===== src/rtl/csp_pkg.sv =====
package csp_pkg;
  localparam int PRE_LEN = 13;

  typedef enum logic [2:0] {
    ST_PRE,
    ST_TAG,
    ST_LEN,
    ST_SKIP,
    ST_PAY,
    ST_FIN
  } csp_state_e;

  localparam logic [7:0] TAG_MIN = 8'h61;
  localparam logic [7:0] TAG_MAX = 8'h65;
  localparam logic [7:0] TAG_BITS = 8'h65;

  function automatic logic [7:0] sig_byte(input int idx);
    case (idx)
      0, 10, 11:   sig_byte = 8'h00;
      1:           sig_byte = 8'h09;
      2, 4, 6, 8:  sig_byte = 8'h0F;
      3, 5, 7, 9:  sig_byte = 8'hF0;
      12:          sig_byte = 8'h01;
      default:     sig_byte = 8'h00;
    endcase
  endfunction
endpackage


===== src/rtl/csp_sig_match.sv =====
module csp_sig_match #(
  parameter int SIG_LEN = 13,
  localparam int IW = $clog2(SIG_LEN + 1)
) (
  input  logic       clk_i,
  input  logic       rst_ni,
  input  logic       step_i,
  input  logic [7:0] byte_i,
  output logic       hit_o,
  output logic       last_o
);
  logic [IW-1:0] idx_q;

  always_ff @(posedge clk_i or negedge rst_ni) begin
    if (!rst_ni)     idx_q <= '0;
    else if (step_i) idx_q <= idx_q + 1'b1;
  end

  assign hit_o  = (byte_i == csp_pkg::sig_byte(int'(idx_q)));
  assign last_o = (int'(idx_q) == SIG_LEN - 1);
endmodule


===== src/rtl/csp_len_acc.sv =====
module csp_len_acc #(
  parameter int LEN_W = 32
) (
  input  logic             clk_i,
  input  logic             rst_ni,
  input  logic             clr_i,
  input  logic             shift_i,
  input  logic [7:0]       byte_i,
  output logic [LEN_W-1:0] next_o
);
  logic [LEN_W-1:0] acc_q;

  // value including the byte being accepted this cycle
  assign next_o = {acc_q[LEN_W-9:0], byte_i};

  always_ff @(posedge clk_i or negedge rst_ni) begin
    if (!rst_ni)       acc_q <= '0;
    else if (clr_i)    acc_q <= '0;
    else if (shift_i)  acc_q <= next_o;
  end
endmodule


===== src/rtl/csp_down_cnt.sv =====
module csp_down_cnt #(
  parameter int W = 32
) (
  input  logic         clk_i,
  input  logic         rst_ni,
  input  logic         load_i,
  input  logic [W-1:0] val_i,
  input  logic         dec_i,
  output logic         one_o
);
  logic [W-1:0] cnt_q;

  always_ff @(posedge clk_i or negedge rst_ni) begin
    if (!rst_ni)     cnt_q <= '0;
    else if (load_i) cnt_q <= val_i;
    else if (dec_i)  cnt_q <= cnt_q - 1'b1;
  end

  assign one_o = (cnt_q == W'(1));
endmodule


===== src/rtl/cfg_section_parser.sv =====
module cfg_section_parser #(
  parameter int LEN_W     = 32,
  parameter int SHORT_MAX = 255,
  parameter int LONG_HDR  = 4,
  parameter int SHORT_HDR = 2,
  localparam int HW = $clog2(LONG_HDR + 1)
) (
  input  logic             clk_i,
  input  logic             rst_ni,
  input  logic [7:0]       in_data_i,
  input  logic             in_valid_i,
  input  logic             in_last_i,
  output logic             in_ready_o,
  output logic [7:0]       out_data_o,
  output logic             out_valid_o,
  input  logic             out_ready_i,
  output logic [LEN_W-1:0] pay_len_o,
  output logic             pay_len_valid_o,
  output logic             found_o,
  output logic             error_o,
  output logic             done_o
);
  import csp_pkg::*;

  csp_state_e st_q, st_d;
  logic       take;
  logic       sig_hit, sig_last, sig_step;
  logic       len_clr, len_shift;
  logic [LEN_W-1:0] len_next;
  logic       cnt_load, cnt_dec, cnt_one;
  logic [HW-1:0] hdr_q, hdr_d;
  logic       is_bits_q, is_bits_d;
  logic       set_done, set_err, set_found, cap_len;
  logic       tag_bad;

  assign in_ready_o  = (st_q == ST_PAY) ? out_ready_i : (st_q != ST_FIN);
  assign out_valid_o = (st_q == ST_PAY) && in_valid_i;
  assign out_data_o  = in_data_i;
  assign take        = in_valid_i && in_ready_o;
  assign tag_bad     = (in_data_i < TAG_MIN) || (in_data_i > TAG_MAX);

  csp_sig_match #(.SIG_LEN(PRE_LEN)) u_sig (
    .clk_i  (clk_i),
    .rst_ni (rst_ni),
    .step_i (sig_step),
    .byte_i (in_data_i),
    .hit_o  (sig_hit),
    .last_o (sig_last)
  );

  csp_len_acc #(.LEN_W(LEN_W)) u_len (
    .clk_i   (clk_i),
    .rst_ni  (rst_ni),
    .clr_i   (len_clr),
    .shift_i (len_shift),
    .byte_i  (in_data_i),
    .next_o  (len_next)
  );

  csp_down_cnt #(.W(LEN_W)) u_cnt (
    .clk_i  (clk_i),
    .rst_ni (rst_ni),
    .load_i (cnt_load),
    .val_i  (len_next),
    .dec_i  (cnt_dec),
    .one_o  (cnt_one)
  );

  always_comb begin
    st_d      = st_q;
    hdr_d     = hdr_q;
    is_bits_d = is_bits_q;
    sig_step  = 1'b0;
    len_clr   = 1'b0;
    len_shift = 1'b0;
    cnt_load  = 1'b0;
    cnt_dec   = 1'b0;
    set_done  = 1'b0;
    set_err   = 1'b0;
    set_found = 1'b0;
    cap_len   = 1'b0;
    if (take) begin
      unique case (st_q)
        ST_PRE: begin
          sig_step = 1'b1;
          if (!sig_hit) begin
            set_err = 1'b1; set_done = 1'b1;
          end else if (sig_last) begin
            st_d = ST_TAG;
            if (in_last_i) set_done = 1'b1;
          end else if (in_last_i) begin
            set_err = 1'b1; set_done = 1'b1;
          end
        end
        ST_TAG: begin
          if (tag_bad) begin
            set_err = 1'b1; set_done = 1'b1;
          end else begin
            len_clr   = 1'b1;
            is_bits_d = (in_data_i == TAG_BITS);
            hdr_d     = (in_data_i == TAG_BITS) ? HW'(LONG_HDR - 1) : HW'(SHORT_HDR - 1);
            st_d      = ST_LEN;
            if (in_last_i) set_done = 1'b1;
          end
        end
        ST_LEN: begin
          len_shift = 1'b1;
          if (hdr_q != '0) begin
            hdr_d = hdr_q - 1'b1;
            if (in_last_i) set_done = 1'b1;
          end else if (is_bits_q) begin
            set_found = 1'b1;
            cap_len   = 1'b1;
            cnt_load  = 1'b1;
            st_d      = ST_PAY;
            if (len_next == '0) begin
              set_done = 1'b1;
            end else if (in_last_i) begin
              set_done = 1'b1; set_err = 1'b1;
            end
          end else if (len_next > LEN_W'(SHORT_MAX)) begin
            set_err = 1'b1; set_done = 1'b1;
          end else begin
            cnt_load = 1'b1;
            st_d     = (len_next == '0) ? ST_TAG : ST_SKIP;
            if (in_last_i) set_done = 1'b1;
          end
        end
        ST_SKIP: begin
          cnt_dec = 1'b1;
          if (cnt_one) st_d = ST_TAG;
          if (in_last_i) set_done = 1'b1;
        end
        ST_PAY: begin
          cnt_dec = 1'b1;
          if (cnt_one) begin
            set_done = 1'b1;
          end else if (in_last_i) begin
            set_done = 1'b1; set_err = 1'b1;
          end
        end
        default: ;
      endcase
    end
    if (set_done) st_d = ST_FIN;
  end

  always_ff @(posedge clk_i or negedge rst_ni) begin
    if (!rst_ni) begin
      st_q            <= ST_PRE;
      hdr_q           <= '0;
      is_bits_q       <= 1'b0;
      pay_len_o       <= '0;
      pay_len_valid_o <= 1'b0;
      found_o         <= 1'b0;
      error_o         <= 1'b0;
      done_o          <= 1'b0;
    end else begin
      st_q      <= st_d;
      hdr_q     <= hdr_d;
      is_bits_q <= is_bits_d;
      if (cap_len) begin
        pay_len_o       <= len_next;
        pay_len_valid_o <= 1'b1;
      end
      if (set_found) found_o <= 1'b1;
      if (set_err)   error_o <= 1'b1;
      if (set_done)  done_o  <= 1'b1;
    end
  end
endmodule


===== config.mk =====
export PLATFORM = sky130hd
export DESIGN_NAME = cfg_section_parser
export DESIGN_NICKNAME = d
export VERILOG_FILES = /design/src/rtl/csp_pkg.sv /design/src/rtl/csp_sig_match.sv /design/src/rtl/csp_len_acc.sv /design/src/rtl/csp_down_cnt.sv /design/src/rtl/cfg_section_parser.sv
export SDC_FILE = /design/constraint.sdc
export NUM_CORES = 1
export LEC_CHECK = 0
export BUFFER_PORTS_ARGS = -buffer_cell sky130_fd_sc_hd__buf_2
export CAP_MARGIN = 20
export CORE_MARGIN = 4
export CORE_UTILIZATION = 36
export CTS_CLUSTER_SIZE = 25
export DETAILED_ROUTE_END_ITERATION = 10
export GPL_ROUTABILITY_DRIVEN = 0
export PLACE_DENSITY = 0.49
export SLEW_MARGIN = 20
export SYNTH_ARGS = -nofsm -noshare
export SYNTH_HDL_FRONTEND = slang
export SYNTH_SLANG_ARGS = --single-unit

===== constraint.sdc =====
create_clock -name clk_i -period 3.1 [get_ports clk_i]
set_input_delay 0.31 -clock clk_i [delete_from_list [all_inputs] [get_ports clk_i]]
set_output_delay 0.31 -clock clk_i [all_outputs]
set_load 0.005 [all_outputs]

After elaboration in Yosys (flattened, before gate mapping)
Memories as Yosys holds them, arrays and structs flattened.
Cells that the tools add are included.
{"block": "totals", "word_cells": 108, "n_memories": 1, "ff_bits": 102, "mem_bits_ro": 128, "inputBits": 13, "output_inout_bits": 46}
{"block": "classes", "n_mux": 58, "magnitude_cmp": 3, "n_reduce_logical": 15, "n_bitwise": 1, "n_addsub": 3, "eq_ne": 17}
{"memory": "(name not given)", "words": 16, "width": 8, "read_ports": 1, "rd_clocked_by_memory_dff": 0, "wr": 0, "line": "csp_pkg.sv:18", "source": "case (idx)"}
{"cell": "32-bit 2-to-1 mux", "n": 2}
{"cell": "24-bit 2-to-1 mux", "n": 2}
{"cell": "1-bit 2-to-1 mux", "n": 37}
{"cell": "3-bit 2-to-1 mux", "n": 11}
{"cell": "32-bit by 1-bit == test with 1-bit output (second input constant)", "n": 1}
{"cell": "32-bit by 8-bit greater-than comparator with 1-bit output (second input constant)", "n": 1}
{"cell": "32-bit logical NOT", "n": 1}
{"cell": "32-bit by 1-bit subtractor with 32-bit output (second input constant)", "n": 1}
{"cell": "3-bit inequality test (second input constant)", "n": 6}
{"cell": "3-bit case mux with 4 select lines", "n": 1}
{"cell": "8-bit by 7-bit == test with 1-bit output (second input constant)", "n": 1}
{"cell": "8-bit == test", "n": 1}
{"cell": "8-bit by 7-bit greater-than comparator with 1-bit output (second input constant)", "n": 1}
{"cell": "8-bit by 7-bit < comparator with 1-bit output (second input constant)", "n": 1}
{"cell": "8-bit AND reduction", "n": 1}
{"cell": "2-bit nonzero test", "n": 4}
{"cell": "3-bit by 2-bit == test with 1-bit output (second input constant)", "n": 2}
{"cell": "3-bit case mux with 2 select lines", "n": 1}
{"cell": "1-bit case mux with 5 select lines", "n": 1}
{"cell": "5-bit nonzero test", "n": 1}
{"cell": "4-bit by 1-bit adder with 4-bit output (second input constant)", "n": 1}
{"cell": "4-bit by 3-bit == test with 1-bit output (second input constant)", "n": 1}
{"cell": "2-bit 2-to-1 mux", "n": 2}
{"cell": "2-bit inequality test (second input constant)", "n": 2}
{"cell": "other kinds (13)", "n": 14}

Longest topological paths before layout
Gate-level depths: netlist of run 1.
{"block": "depth", "word_depth": 8, "mapped_depth": 10, "depth_no_buf": 8}

Cells and area by module
Synthesis of run 1 repeated with hierarchy kept, for this count alone.
{"block": "unflattened", "hier_cells": 584, "area_unflattened_um2": 5393.9}
{"mod": "cfg_section_parser", "n_inst": 1, "cells_per_inst": 247, "seq_area_each_um2": 1051.0, "area_each_um2": 2065.7}
{"mod": "csp_down_cnt", "n_inst": 1, "cells_per_inst": 205, "seq_area_each_um2": 800.8, "area_each_um2": 1850.5}
{"mod": "csp_len_acc", "n_inst": 1, "cells_per_inst": 85, "seq_area_each_um2": 600.6, "area_each_um2": 1049.8}
{"mod": "csp_sig_match", "n_inst": 1, "cells_per_inst": 47, "seq_area_each_um2": 100.1, "area_each_um2": 427.9}

Worst setup path after synthesis of run 1
OpenSTA, ideal clock, no wires.
{"block": "synth_path", "path_type": "register to register", "start": "register u_cnt.cnt_q[0]", "end": "register u_cnt.cnt_q[12]", "path_stages_with_launch": 9, "required_time_ns": 2.972, "path_buffers": 0, "synth_period_minus_slack_ns": 2.393, "slack_ns": 0.707, "t_arrival_ns": 2.265, "setup_ns": 0.128, "cell_sequence": "dfrtp_1 -> inv_1 -> ha_1 -> or3b_2 -> or2_4 -> or4_4 -> or3_4 -> nand3_2 -> o211ai_2"}
{"block": "synth_via", "elab_chain_cells": 3}
{"element": "start: declaration", "line": "csp_down_cnt.sv:11", "source": "logic [W-1:0] cnt_q;"}
{"element": "start signal: assignment", "line": "csp_down_cnt.sv:15", "source": "else if (load_i) cnt_q <= val_i;"}
{"element": "start signal: assignment", "line": "csp_down_cnt.sv:16", "source": "else if (dec_i) cnt_q <= cnt_q - 1'b1;"}
{"element": "32-bit by 1-bit subtractor with 32-bit output", "line": "csp_down_cnt.sv:16"}
{"element": "32-bit 2-to-1 mux", "line": "csp_down_cnt.sv:16"}
{"element": "32-bit 2-to-1 mux", "line": "csp_down_cnt.sv:15"}
Every way passes these cells. The select of a mux whose other input is x is not followed.
A chain may end at the register's enable or synchronous reset.

Worst setup path after layout of run 1
{"block": "layout_path", "start": "register u_len.acc_q[10]", "end": "register u_cnt.cnt_q[27]"}
{"block": "layout_via", "elab_chain_cells": 7, "word_cells_on_any_way": 8, "cone_classes": "order compare: 1; mux: 6; reduce/logical: 1"}
{"element": "start: declaration", "line": "csp_len_acc.sv:11", "source": "logic [LEN_W-1:0] acc_q;"}
{"element": "start signal: assignment", "line": "csp_len_acc.sv:19", "source": "else if (shift_i) acc_q <= next_o;"}
{"element": "32-bit by 8-bit greater-than comparator with 1-bit output *", "line": "cfg_section_parser.sv:121", "source": "end else if (len_next > LEN_W'(SHORT_MAX)) begin"}
{"element": "1-bit 2-to-1 mux *", "line": "cfg_section_parser.sv:121"}
{"element": "1-bit 2-to-1 mux *", "line": "cfg_section_parser.sv:111", "source": "end else if (is_bits_q) begin"}
{"element": "1-bit 2-to-1 mux *", "line": "cfg_section_parser.sv:108", "source": "if (hdr_q != '0) begin"}
{"element": "1-bit 2-to-1 mux *", "line": "cfg_section_parser.sv:83", "source": "unique case (st_q)"}
{"element": "1-bit 2-to-1 mux *", "line": "cfg_section_parser.sv:82", "source": "if (take) begin"}
{"element": "32-bit 2-to-1 mux / 2-bit nonzero test (equally long branches)"}
Every way passes the cells marked *; elsewhere a longest branch is shown, timed or not.

==> out/results.ini, run 1 <==
[synth]
synth_fp_nets=600
syn-mean-instance-area_um2=9.085
asyncSetResetFlopFracSynth_pct=100.0
yosys_synthesis_warning_count=0
synth_edf_count=0
synth-xor-area-share_pct=3.164
ys_dominant_reg_cell=sky130_fd_sc_hd__dfrtp_1
yosys_register_bits=102
synthCells=579
netlist_top_cells_area=sky130_fd_sc_hd__dfrtp_1 49%, sky130_fd_sc_hd__nand2_1 11%, sky130_fd_sc_hd__a21oi_1 2.8%
synth_cell_type_count=62
synthDominantAreaCellType=sky130_fd_sc_hd__dfrtp_1
synth-compound-area-share_pct=15.15
synth_mux_area_share_pct=2.402
synth_sequential_area_ratio_pct=48.53
synth_area_mm2=0.005260
synth_adder_area_share_pct=1.903
yosys.area_share.simple_pct=24.02
main_combinational_cell_family_by_area_after_synthesis=simple AND/OR/NAND/NOR gates
synth_largest_type_area_fraction_pct=48.53

[clock_tree]
post_cts_buffers=0
worstSkewPairLatency_ns=0.35
cts_made_buffers=9
cts-hold-fix-buffers=0
cts.sink_count=102
tritoncts=built
clk_transition_reported_paths_ns=0.07
clock_tree.root_cell=sky130_fd_sc_hd__clkbuf_16
cts.htree.levels=3
clock_tree.buffer_depth=2
post_cts_resized=0

[pwr]
power.density_mw_per_mm2=503.5
static-leakage-power_uw=0.002846
p_int_uw=2216
total_power_uw=3032
switchingPower_uw=816.3
max-vdd-ir-drop_uv=258.3
power.share.switching_pct=26.92
combPwrFrac_pct=11.6
p_clk_share_pct=38.2
share_seq_of_total_power_pct=50.3

[die]
placeableCoreArea_mm2=0.01410
dieWidth_um=128.9
floorplan.rows=43
die-height_um=128.9
starting_utilization_of_the_core_area_pct=37.32
io_pins=59
die_area_mm2=0.01661

[layout]
regArea_mm2=0.002552
nFillCells=1433
final_util_pct=42.73
multi_input_comb_area_mm2=0.002459
n_antenna_cell=0
num-nets-final=646
finish.cell_count_without_fillers=809
post_route_cells_drive_above_1_share_pct=18.12
area_delta_synth_final_pct=14.51

[worst_setup_path]
worstPathRequired_ns=3.34
timing.reg2reg.worst_path_depth=7
crit_slowest_cell=sky130_fd_sc_hd__nor4_1
regToRegStartpoint=u_len.acc_q[10]
crit_path_max_fanout=19
critPathLaunch=u_len.acc_q[10]
max_stage_delay_ns=0.52
cp_data_arrival_time_ns=2.92
cp-end-kind=flip-flop
worstSetupStartpointType=flip-flop
timing_worst_setup_path_type=flip-flop to flip-flop
path_cells=nor4_1 > nand4_1 > nor2_1 > o211a_2 > buf_4 > o211a_1 > o21ai_0
worst_r2r_end=u_cnt.cnt_q[27]
setup.reg_to_reg.worst_slack_ns=0.42

[global_route]
grt_util_all_layers_pct=18.71
grt_max_degree=54
grt_remaining_overflow=0
via_count_of_the_first_global_routing_pass=4429
grt_first_pass_wirelength_mm=24.29
initial_antenna_violation_count=0

[timing]
finalCritPeriodShare_pct=86.36
setup_violations=0
fin_worst_skew_ns=0.007340
drv_slew=0
finalSetupTns_ns=0
fin_ws_ns=0.4227
final_hold_viol_count=0
achievable-frequency_mhz=373.5
rsz_0062_raised_after_global_routing=no
finalWorstPathRequiredPeriod_ns=2.677
tightestPinTransition_ns=0.8849
maxSlewHeadroom_pct=40.86

[detailed_routing]
detail_route.iter0.violations=338
finalWirelength_mm=14.88
drt_pre_antenna_iters=4
vias_per_cell=5.471
routed_wire_length_per_instance_um=18.39
drcViolationCount=0
via_count=4426
drt.antenna.violating_nets=0

[hold_path]
min_path_type=primary input to asynchronous set/reset pin

[run]
cap_viol_max_count=0

[place]
placedCellCount=794
post-dp-hpwl_mm=10.63
post-place-ws_ns=0.5125
port_buffers=58

[status]
run_status=finished clean

==> how the worst max path moves through the flow <==
stage,endpoint,cells past startpoint
CTS,u_cnt.cnt_q[27],7
global route,u_cnt.cnt_q[4],6
finish,u_cnt.cnt_q[27],7
detailed placement,u_cnt.cnt_q[27],7
floorplan,u_cnt.cnt_q[12],8
global placement,u_cnt.cnt_q[27],7
==> worst max-delay path: cells and delay by family (launching register included) <==
kind,cells,cell delay [ns]
flip-flops,1,0.43
AO/OA/AOI/OAI,3,0.73
AND/OR/NAND/NOR,3,1.14
buffers and inverters,1,0.26
==> routing by layer <==
metal / up-vias / part of all wire [%] / global-route usage (%)
met5: - / 0 / 0
met4: 0 / 1.6 / 6.177
met3: 17 / 3.3 / 3.030
met2: 82 / 48 / 29.94
met1: 2200 / 47 / 25.95
li1: 2127 / - / -
==> registers in the layout (all words and copies together) (netlist names) <==
| register | count |
|---|---|
| hdr_q | 3 |
| error_o | 1 |
| found_o | 1 |
| is_bits_q | 1 |
| done_o | 1 |
| pay_len_o | 32 |
| u_sig.idx_q | 4 |
| st_q | 3 |
| u_len.acc_q | 24 |
| u_cnt.cnt_q | 32 |
==> cell type report <==
| cell class | instances | share of cell area (%) |
|---|---|---|
| Multi-Input combinational cell | 422 | 40.82 |
| Timing Repair Buffer | 75 | 7.187 |
| Tap cell | 180 | 3.739 |
| Inverter | 15 | 0.9348 |
| Clock inverter | 5 | 0.9763 |
| Clock buffer | 10 | 3.968 |
| Sequential cell | 102 | 42.38 |
==> metrics by stage <==
stage	instance area [µm²]	hold slack [ns]
floorplan	5260	0.01441
global placement	5725	0.4201
detailed placement	5725	0.4209
CTS	6023	0.03939
global route	6023	0.07538
finish	6023	0.01190
==> cell usage after synthesis (3+ instances only) <==
master and number:
sky130_fd_sc_hd__o21ai_0 27, sky130_fd_sc_hd__mux2i_1 7, sky130_fd_sc_hd__nor4_1 20, sky130_fd_sc_hd__nand4_1 8, sky130_fd_sc_hd__dfrtp_1 102, sky130_fd_sc_hd__o31ai_1 5, sky130_fd_sc_hd__nand2b_1 5, sky130_fd_sc_hd__xor2_1 5
sky130_fd_sc_hd__or4_1 4, sky130_fd_sc_hd__a21oi_1 29, sky130_fd_sc_hd__o211ai_1 8, sky130_fd_sc_hd__a22o_1 6, sky130_fd_sc_hd__a32oi_1 3, sky130_fd_sc_hd__clkbuf_1 21, sky130_fd_sc_hd__o211a_1 5, sky130_fd_sc_hd__o22ai_1 6
sky130_fd_sc_hd__ha_1 8, sky130_fd_sc_hd__mux2_2 5, sky130_fd_sc_hd__or3_1 5, sky130_fd_sc_hd__and3_1 3, sky130_fd_sc_hd__nand2_1 153, sky130_fd_sc_hd__inv_1 15, sky130_fd_sc_hd__nor2_1 22, sky130_fd_sc_hd__xnor2_1 14
sky130_fd_sc_hd__buf_2 8, sky130_fd_sc_hd__buf_4 10, sky130_fd_sc_hd__nor3_1 12, sky130_fd_sc_hd__or2_2 4, sky130_fd_sc_hd__a221o_1 9, sky130_fd_sc_hd__nand3_1 10
==> placed cells by master (no fill, tap or decap), types with 10 or more instances in the layout <==
cell type,Yosys,routed
sky130_fd_sc_hd__nor4_1,20,20
sky130_fd_sc_hd__xnor2_1,14,14
sky130_fd_sc_hd__nand2_1,153,153
sky130_fd_sc_hd__nand3_1,10,10
sky130_fd_sc_hd__a21oi_1,29,29
sky130_fd_sc_hd__nor3_1,12,11
sky130_fd_sc_hd__buf_4,10,17
sky130_fd_sc_hd__inv_1,15,15
sky130_fd_sc_hd__dfrtp_1,102,102
sky130_fd_sc_hd__o21ai_0,27,27
sky130_fd_sc_hd__buf_2,8,57
sky130_fd_sc_hd__nor2_1,22,22
==> cells by family after synthesis <==
family	Yosys count
compound gates	117
xor+xnor	19
buf+inv	55
simple gates	266
flops	102
mux	12
fa+ha+maj	8
==> power groups by stage <==
stage	Combinational, µW	Sequential (µW)	Clock (µW)
6_report	351	1520	1160
5_1_grt	402	1540	1240
3_5_place_dp	355	1550	0
4_1_cts	356	1520	1190
3_3_place_gp	348	1550	0
2_1_floorplan	246	1520	0
Power figures use the tool's default switching activity.
==> inputs of run 2 (changes only) <==
--- a/config.mk
+++ b/config.mk
@@ -7,7 +7,7 @@
 export LEC_CHECK = 0
 export BUFFER_PORTS_ARGS = -buffer_cell sky130_fd_sc_hd__buf_2
 export CAP_MARGIN = 20
-export CORE_MARGIN = 4
+export CORE_MARGIN = 5
 export CORE_UTILIZATION = 36
 export CTS_CLUSTER_SIZE = 25
 export DETAILED_ROUTE_END_ITERATION = 10
==> out/results.ini, run 2 (synthesis gave the netlist of run 1 again) <==
[detailed_routing]
drcViolationCount=0
via_count=4424
vias_per_cell=5.448
drt_pre_antenna_iters=5
detail_route.iter0.violations=337
finalWirelength_mm=14.68
routed_wire_length_per_instance_um=18.08
drt.antenna.violating_nets=0

[die]
starting_utilization_of_the_core_area_pct=36.47
io_pins=59
die-height_um=130.9
die_area_mm2=0.01713
floorplan.rows=44
dieWidth_um=130.9
placeableCoreArea_mm2=0.01442

[worst_setup_path]
cp_data_arrival_time_ns=2.86
max_stage_delay_ns=0.55
crit_slowest_cell=sky130_fd_sc_hd__o211a_2
worstSetupStartpointType=flip-flop
worstPathRequired_ns=3.33
critPathBufInv=0
path_cells=nor4_1 > nand4_1 > nor2_1 > o211a_2 > mux2i_1 > a221o_1
cp-end-kind=flip-flop
timing_worst_setup_path_type=flip-flop to flip-flop
crit_path_max_fanout=22
path_delay_family=simple AND/OR/NAND/NOR gates

[layout]
area_delta_synth_final_pct=13.92
final_util_pct=41.54
post_route_cells_drive_above_1_share_pct=17.83
num-nets-final=644
nFillCells=1475
finish.cell_count_without_fillers=812
n_antenna_cell=0
mostFrequentLayoutCells=153 x sky130_fd_sc_hd__nand2_1, 102 x sky130_fd_sc_hd__dfrtp_1, 57 x sky130_fd_sc_hd__buf_2
largest_registers=pay_len_o x32, u_cnt.cnt_q x32, u_len.acc_q x24
final_common_cell=sky130_fd_sc_hd__nand2_1

[global_route]
via_count_of_the_first_global_routing_pass=4394
grt_max_degree=54
initial_antenna_violation_count=0
grt_remaining_overflow=0
grt_util_all_layers_pct=18.15
grt_first_pass_wirelength_mm=24.05

[hold_path]
min_path_type=primary input to asynchronous set/reset pin

[pwr]
total_power_uw=2952
static-leakage-power_uw=0.002826
power.density_mw_per_mm2=492.6
max-vdd-ir-drop_uv=231.0

[status]
run_status=finished, violations left
violated_checks=hold timing

[place]
placedCellCount=796
port_buffers=58
post-dp-hpwl_mm=10.48

[timing]
maxSlewHeadroom_pct=40.46
fin_worst_skew_ns=0.007176
tightestPinTransition_ns=0.8910
setup_violations=0
drv_slew=0
hold-worst-slack_ns=-0.01632
rsz_0062_raised_after_global_routing=no
finalSetupTns_ns=0
finalCritPeriodShare_pct=84.91
final_hold_viol_count=18
achievable-frequency_mhz=379.9
finalWorstPathRequiredPeriod_ns=2.632

[clock_tree]
clk_transition_reported_paths_ns=0.07
post_cts_resized=0
post_cts_buffers=0
worstSkewPairLatency_ns=0.35
cts.htree.levels=3
clock_tree.root_cell=sky130_fd_sc_hd__clkbuf_16
cts-hold-fix-buffers=0
clock_tree.buffer_depth=2
cts.sink_count=102
tritoncts=built
cts_made_buffers=9

[run]
cap_viol_max_count=0

==> run 2: changes by cell type in the layout (fill, tap and decap cells not counted) <==
cell	before	now
sky130_fd_sc_hd__clkinv_2	1	2
sky130_fd_sc_hd__bufinv_16	1	0
sky130_fd_sc_hd__buf_4	17	15
sky130_fd_sc_hd__clkbuf_1	0	1
==> run 2: routing by layer <==
metal,track usage [%],wire [µm]
met1,23.80,6648
met2,30.08,7158
met3,2.805,573
met4,7.320,300
met5,0,0
==> run 2: worst paths after layout <==
kind	start	endpoint	slack (ns)	cells past startpoint
min in group clk_i	in_data_i[3]	u_len.acc_q[3]	0.26	3
worst max register to register	u_len.acc_q[10]	u_cnt.cnt_q[5]	0.47	6
worst min-delay path	rst_ni	pay_len_o[13]	-0.02	1
worst max-delay path	u_len.acc_q[10]	u_cnt.cnt_q[5]	0.47	6
max in group asynchronous	rst_ni	st_q[2]	2.41	2
worst min register to register	pay_len_o[0]	pay_len_o[0]	0.47	2
==> run 2: metrics by stage <==
step	setup WS [ns]	hold WS, ns	cell area (µm²)
floorplan	0.7071	0.01441	5260
global placement	0.5744	0.3857	5715
detailed placement	0.5208	0.3868	5715
CTS	0.5102	0.01268	5992
global route	0.2538	0.04626	5992
finish	0.4678	-0.01632	5992
==> run 2: report_power, final <==
group | leakage [µW] | total (µW) | switching [µW] | internal [µW]
Clock | 0.000132 | 1080 | 508 | 567
Combinational | 0.00134 | 352 | 194 | 159
Sequential | 0.00135 | 1520 | 111 | 1410
==> run 2: cell type report <==
type / instances / area (µm²) / area share (%)
flip-flops and latches: 102 / 2552 / 42.60
multi-input cells: 422 / 2459 / 41.03
repair buffers: 73 / 417.9 / 6.974
clock buffers: 11 / 242.7 / 4.051
well taps: 184 / 230.2 / 3.842
inverters: 15 / 56.30 / 0.9397
clock inverters: 5 / 33.78 / 0.5638
